**config.mk**
```make
export PLATFORM = sky130hd
export DESIGN_NAME = prio_slave_arb
export DESIGN_NICKNAME = d
export VERILOG_FILES = /design/src/rtl/prio_cfg_reg.sv /design/src/rtl/prio_pick.sv /design/src/rtl/grant_hold.sv /design/src/rtl/prio_slave_arb.sv
export SDC_FILE = /design/constraint.sdc
export NUM_CORES = 1
export LEC_CHECK = 0
export ABC_CLOCK_PERIOD_IN_PS = 5300
export BUFFER_PORTS_ARGS = -buffer_cell sky130_fd_sc_hd__buf_4
export CAP_MARGIN = 30
export CORE_ASPECT_RATIO = 0.8
export CORE_MARGIN = 1.5
export CORE_UTILIZATION = 46
export CTS_CLUSTER_SIZE = 16
export DETAILED_ROUTE_END_ITERATION = 10
export PLACE_DENSITY = 0.78
export RECOVER_POWER = 50
export SLEW_MARGIN = 20
export SYNTH_ARGS = -nofsm -noshare
export SYNTH_HDL_FRONTEND = slang
export SYNTH_SLANG_ARGS = --single-unit
```
**constraint.sdc**
```tcl
create_clock -name clk -period 5.3 [get_ports clk]
set_clock_uncertainty 0.05 [all_clocks]
set_input_delay 0.265 -clock clk [delete_from_list [all_inputs] [get_ports clk]]
set_output_delay 0.265 -clock clk [all_outputs]
set_load 0.005 [all_outputs]
```
**src/rtl/prio_cfg_reg.sv**
```systemverilog
module prio_cfg_reg #(
  parameter int N_MST  = 4,
  parameter int PRIO_W = 3
) (
  input  logic                    clk,
  input  logic                    rst,
  input  logic                    we_i,
  input  logic [N_MST*PRIO_W-1:0] wdata_i,
  output logic [N_MST*PRIO_W-1:0] prio_o
);
  // One field per master; the reset value of master i is i+1.
  for (genvar g = 0; g < N_MST; g++) begin : g_field
    localparam logic [PRIO_W-1:0] RST_VAL = PRIO_W'(g + 1);
    logic [PRIO_W-1:0] field_q;
    always_ff @(posedge clk) begin
      if (rst)       field_q <= RST_VAL;
      else if (we_i) field_q <= wdata_i[g*PRIO_W +: PRIO_W];
    end
    assign prio_o[g*PRIO_W +: PRIO_W] = field_q;
  end

  // A write lands on the next edge.
  assert_cfg_write_R8: assert property (@(posedge clk) disable iff (rst)
    we_i |=> prio_o == $past(wdata_i));
endmodule

```
**src/rtl/prio_pick.sv**
```systemverilog
module prio_pick #(
  parameter int N_MST  = 4,
  parameter int PRIO_W = 3
) (
  input  logic [N_MST-1:0]        req_i,
  input  logic [N_MST*PRIO_W-1:0] prio_i,
  output logic [N_MST-1:0]        elig_o,
  output logic [N_MST-1:0]        win_o,
  output logic                    win_vld_o
);
  localparam int IDX_W = (N_MST > 1) ? $clog2(N_MST) : 1;

  // A master competes only when it requests with a non-zero field.
  for (genvar g = 0; g < N_MST; g++) begin : g_elig
    assign elig_o[g] = req_i[g] && (prio_i[g*PRIO_W +: PRIO_W] != '0);
  end

  logic [IDX_W-1:0]  best_idx;
  logic [PRIO_W-1:0] best_val;

  // Ascending scan with strict compare: equal values keep the lower index.
  always_comb begin
    best_idx  = '0;
    best_val  = '0;
    win_vld_o = 1'b0;
    for (int i = 0; i < N_MST; i++) begin
      if (elig_o[i] && (prio_i[i*PRIO_W +: PRIO_W] > best_val)) begin
        best_val  = prio_i[i*PRIO_W +: PRIO_W];
        best_idx  = IDX_W'(i);
        win_vld_o = 1'b1;
      end
    end
    win_o = '0;
    if (win_vld_o) win_o[best_idx] = 1'b1;
  end
endmodule

```
**src/rtl/grant_hold.sv**
```systemverilog
module grant_hold #(
  parameter int N_MST = 4
) (
  input  logic             clk,
  input  logic             rst,
  input  logic [N_MST-1:0] win_i,
  input  logic             win_vld_i,
  input  logic [N_MST-1:0] done_i,
  output logic [N_MST-1:0] gnt_o,
  output logic             gnt_vld_o
);
  logic owner_done;
  logic arb_slot;

  assign owner_done = |(done_i & gnt_o);
  assign arb_slot   = !gnt_vld_o || owner_done;

  always_ff @(posedge clk) begin
    if (rst) begin
      gnt_o     <= '0;
      gnt_vld_o <= 1'b0;
    end else if (arb_slot) begin
      gnt_o     <= win_vld_i ? win_i : '0;
      gnt_vld_o <= win_vld_i;
    end
  end

  assert_grant_onehot_R9: assert property (@(posedge clk) disable iff (rst)
    $onehot0(gnt_o) && (gnt_vld_o == (gnt_o != '0)));

  assert_grant_hold_R5: assert property (@(posedge clk) disable iff (rst)
    (gnt_vld_o && !(|(done_i & gnt_o))) |=> (gnt_vld_o && $stable(gnt_o)));
endmodule

```
**src/rtl/prio_slave_arb.sv**
```systemverilog
module prio_slave_arb #(
  parameter int N_MST  = 4,
  parameter int PRIO_W = 3
) (
  input  logic                    clk,
  input  logic                    rst,
  input  logic [N_MST-1:0]        req_i,
  input  logic [N_MST-1:0]        done_i,
  input  logic                    cfg_we_i,
  input  logic [N_MST*PRIO_W-1:0] cfg_prio_i,
  output logic [N_MST*PRIO_W-1:0] prio_o,
  output logic [N_MST-1:0]        gnt_o,
  output logic                    gnt_vld_o
);
  logic [N_MST-1:0] elig;
  logic [N_MST-1:0] win;
  logic             win_vld;

  prio_cfg_reg #(.N_MST(N_MST), .PRIO_W(PRIO_W)) u_cfg (
    .clk     (clk),
    .rst     (rst),
    .we_i    (cfg_we_i),
    .wdata_i (cfg_prio_i),
    .prio_o  (prio_o)
  );

  prio_pick #(.N_MST(N_MST), .PRIO_W(PRIO_W)) u_pick (
    .req_i     (req_i),
    .prio_i    (prio_o),
    .elig_o    (elig),
    .win_o     (win),
    .win_vld_o (win_vld)
  );

  grant_hold #(.N_MST(N_MST)) u_hold (
    .clk       (clk),
    .rst       (rst),
    .win_i     (win),
    .win_vld_i (win_vld),
    .done_i    (done_i),
    .gnt_o     (gnt_o),
    .gnt_vld_o (gnt_vld_o)
  );

  // A new owner was requesting with a non-zero field on the previous edge.
  assert_new_owner_eligible_R3: assert property (@(posedge clk) disable iff (rst)
    (gnt_vld_o && (gnt_o != $past(gnt_o))) |-> |(gnt_o & $past(elig)));

  // Free port and no eligible requester: stays without owner.
  assert_idle_no_grant_R7: assert property (@(posedge clk) disable iff (rst)
    (!gnt_vld_o && (elig == '0)) |=> !gnt_vld_o);
endmodule

```
==> results.json <==
{
  "synthTopCellsByArea": "dfxtp_1 35%, ha_1 12%, mux2i_1 11%",
  "synth.largest_area_cell": "dfxtp_1",
  "grt_remaining_overflow": 0,
  "grt_pass1_vias": 863,
  "slew_headroom_pct": 69.65,
  "syn_nets": 137,
  "slew_violations": 0,
  "worst-endpoint-required_ps": 5440,
  "holdWs_ps": 123.4,
  "drt-met1-wl_microns": 1054,
  "hold_depth": 3,
  "rr_worst_depth": 17,
  "worst_path_max_delay_cell": "mux2_2",
  "drt-vias-per-instance": 5.331,
  "hp-start": "cfg_prio_i[11]",
  "port_buffers": 39,
  "antenna_found_initial": 0,
  "arrival_ps": 4460,
  "top_layer": "met4",
  "async_flop_share_pct": 0,
  "grt_pass1_wl_microns": 3643,
  "yosysTopAreaCellShare_pct": 35.14,
  "synthDistinctLibCells": 31,
  "dieArea_sq_um": 2391,
  "cpPeakStageDelay_ps": 410,
  "fin_util_pct": 67.92,
  "totalWireLength_microns": 2232,
  "syn_area_sq_um": 968.4,
  "postSynthCellCount": 105,
  "die_h_microns": 44.04,
  "cts_buffers": 3,
  "clk_path_buf_depth": 2,
  "peakVddDrop_v": 0.0002190,
  "wl_met2_microns": 1043,
  "crit_top_cell": "ha_1",
  "hold_viol": 0,
  "critPathMaxFanout": 6,
  "ys.flop_type": "dfxtp_1",
  "worstSetupPathType": "reg -> reg",
  "cts-resized-gates": 0,
  "clk_pin_slew_ps": 110,
  "cp.buffers_inverters": 0,
  "row_count": 14,
  "wl_met3_microns": 120,
  "fin_crit_sh_pct": 81.39,
  "die_width_microns": 54.30,
  "drt_iter0_drc": 10,
  "ys_top_cells_by_count": "17 x dfxtp_1, 11 x mux2i_1, 10 x inv_1, 10 x nand2_1, 10 x nor2_1",
  "multi_input_area_sq_um": 578.1,
  "post_cts_buffers": 0,
  "drtAntennaViolNets": 0,
  "power.density_nw_per_um2": 240.8,
  "drive_gt1_share_pct": 35.17,
  "holdPathEnd": "u_cfg.g_field[3].field_q[2]$_SDFFE_PP1P_",
  "path_cells": "nand2_1, ha_1, nor2b_4, o21a_1, o21ai_2, mux2_4, ha_1, nor2b_1, o21ai_0, a21oi_1, mux2_2, ha_1, nand3_1, o311ai_0, a21oi_1, nor2_1, a32o_1",
  "drtPass1Iterations": 4,
  "grt_usage_pct": 21.28,
  "end_kind": "flop",
  "io_pins": 40,
  "totalPowerFinal_uw": 315.1,
  "drc": 0,
  "ys_ff_latch": 17,
  "start_util_pct": 50.26,
  "area_growth_pct": 35.14,
  "period_needed_ps": 4314,
  "path_delay_family": "compound AO/OA/AOI/OAI gates",
  "r2r_end": "u_hold.gnt_o[0]$_SDFFE_PP0P_",
  "regArea_sq_um": 340.3,
  "numClockSinks": 17,
  "dp_hpwl_microns": 1819,
  "fmax_mhz": 231.8,
  "cts_htree_levels": 1,
  "setup_viol": 0,
  "hold_class": "in -> reg",
  "cap_violations": 0,
  "synth_edf_count": 0,
  "place.gp.congestion": 0.7546,
  "grt_setup_unrepaired": "no",
  "yosysMostFrequentCell": "dfxtp_1",
  "nets": 178,
  "status": "complete, no violations",
  "fill_cells": 156,
  "synth-seq-area-share_pct": 35.14,
  "wl_per_cell_microns": 13.21,
  "leakage_uw": 0.0006432,
  "start_kind": "flop",
  "n_antenna_cell": 0,
  "vias": 901,
  "avgSynthCellArea_sq_um": 9.223,
  "worst_slew_pin_slew_ps": 455.3,
  "cts_tree": "yes",
  "grt_max_degree": 16,
  "cts-root-buf": "clkbuf_4",
  "clk_latency_ps": 300,
  "yosys_warnings": 0,
  "fin_tns_setup_ps": 0,
  "regToRegSetupSlack_ps": 990,
  "fp.coreArea_sq_um": 1927,
  "cts_hold_buffers": 0,
  "r2r_start": "u_cfg.g_field[0].field_q[1]$_SDFFE_PP0P_"
}
==> placed cells by master (no fill, tap or decap), drive strengths merged <==
master	count
a21oi	3
a22oi	1
a31oi	1
a32o	2
a41oi	1
and2	1
and3	1
and4	1
buf	34
clkbuf	8
clkinvlp	1
dfxtp	17
ha	9
inv	10
mux2	5
mux2i	11
nand2	10
nand3	2
nand3b	1
nand4	1
nor2	10
nor2b	3
nor3	1
o211ai	3
o21a	1
o21ai	3
o311ai	2
o31ai	2
==> cell families (layout without fill, tap and decap cells) <==
| kind of cell | after synthesis | in the layout | synth area share, % |
|---|---|---|---|
| buf+inv | 13 | 53 | 5.167 |
| compound gates | 19 | 19 | 14.34 |
| simple gates | 31 | 31 | 15.76 |
| fa+ha+maj | 9 | 9 | 11.63 |
| flops | 17 | 17 | 35.14 |
| mux | 16 | 16 | 17.96 |
==> stage by stage <==
stage	instance area [sq um]	std cells	setup WS [ps]
after detailed placement	1279	165	1063
after global placement	1279	165	1268
after global routing	1309	169	644.4
after floorplan	968.4	105	1493
final	1309	169	986.4
after CTS	1309	169	989.9
==> flip-flops by register name, summed over array words and instances, names as in the netlist <==
| signal | count |
|---|---|
| u_hold.gnt_o | 4 |
| u_hold.gnt_vld_o | 1 |
| u_cfg.g_field.field_q | 12 |
==> worst reg2reg max path, cell delays in order, from the launching register on <==
cell and delay [ps]:
dfxtp_1 390, nand2_1 120, ha_1 310, nor2b_4 130, o21a_1 170, o21ai_2 300
mux2_4 340, ha_1 290, nor2b_1 120, o21ai_0 80, a21oi_1 400, mux2_2 410
ha_1 290, nand3_1 80, o311ai_0 130, a21oi_1 260, nor2_1 110, a32o_1 220
==> layer usage <==
layer / vias up / track usage, %
li1: 454 / -
met1: 421 / 27.60
met2: 24 / 34.22
met3: 2 / 7.432
met4: 0 / 4.500
met5: - / 0
==> worst max path at each step <==
stage,startpoint,endpoint,cells past startpoint
6_report,u_cfg.g_field[0].field_q[1]$_SDFFE_PP0P_,u_hold.gnt_o[0]$_SDFFE_PP0P_,17
5_1_grt,u_cfg.g_field[0].field_q[1]$_SDFFE_PP0P_,u_hold.gnt_o[0]$_SDFFE_PP0P_,17
4_1_cts,u_cfg.g_field[0].field_q[1]$_SDFFE_PP0P_,u_hold.gnt_o[0]$_SDFFE_PP0P_,17
3_5_place_dp,u_cfg.g_field[0].field_q[1]$_SDFFE_PP0P_,u_hold.gnt_o[1]$_SDFFE_PP0P_,17
3_3_place_gp,req_i[0],u_hold.gnt_o[1]$_SDFFE_PP0P_,18
2_1_floorplan,u_cfg.g_field[0].field_q[1]$_SDFFE_PP0P_,u_hold.gnt_o[1]$_SDFFE_PP0P_,17
==> final cells by class <==
class / instances / area share, %
Multi-Input combinational cell: 75 / 44.17
Clock buffer: 3 / 1.721
Clock inverter: 1 / 0.5736
Tap cell: 24 / 2.294
Timing Repair Buffer: 39 / 22.37
Sequential cell: 17 / 26.00
Inverter: 10 / 2.868
==> power breakdown <==
part | total (uW) | switching, uW | internal, uW | leakage, uW
clock | 73.0 | 44.3 | 28.8 | 0.0000139
combinational | 95.8 | 42.5 | 53.3 | 0.000489
sequential | 146 | 9.04 | 137 | 0.000140
Power figures use the tool's default switching activity.
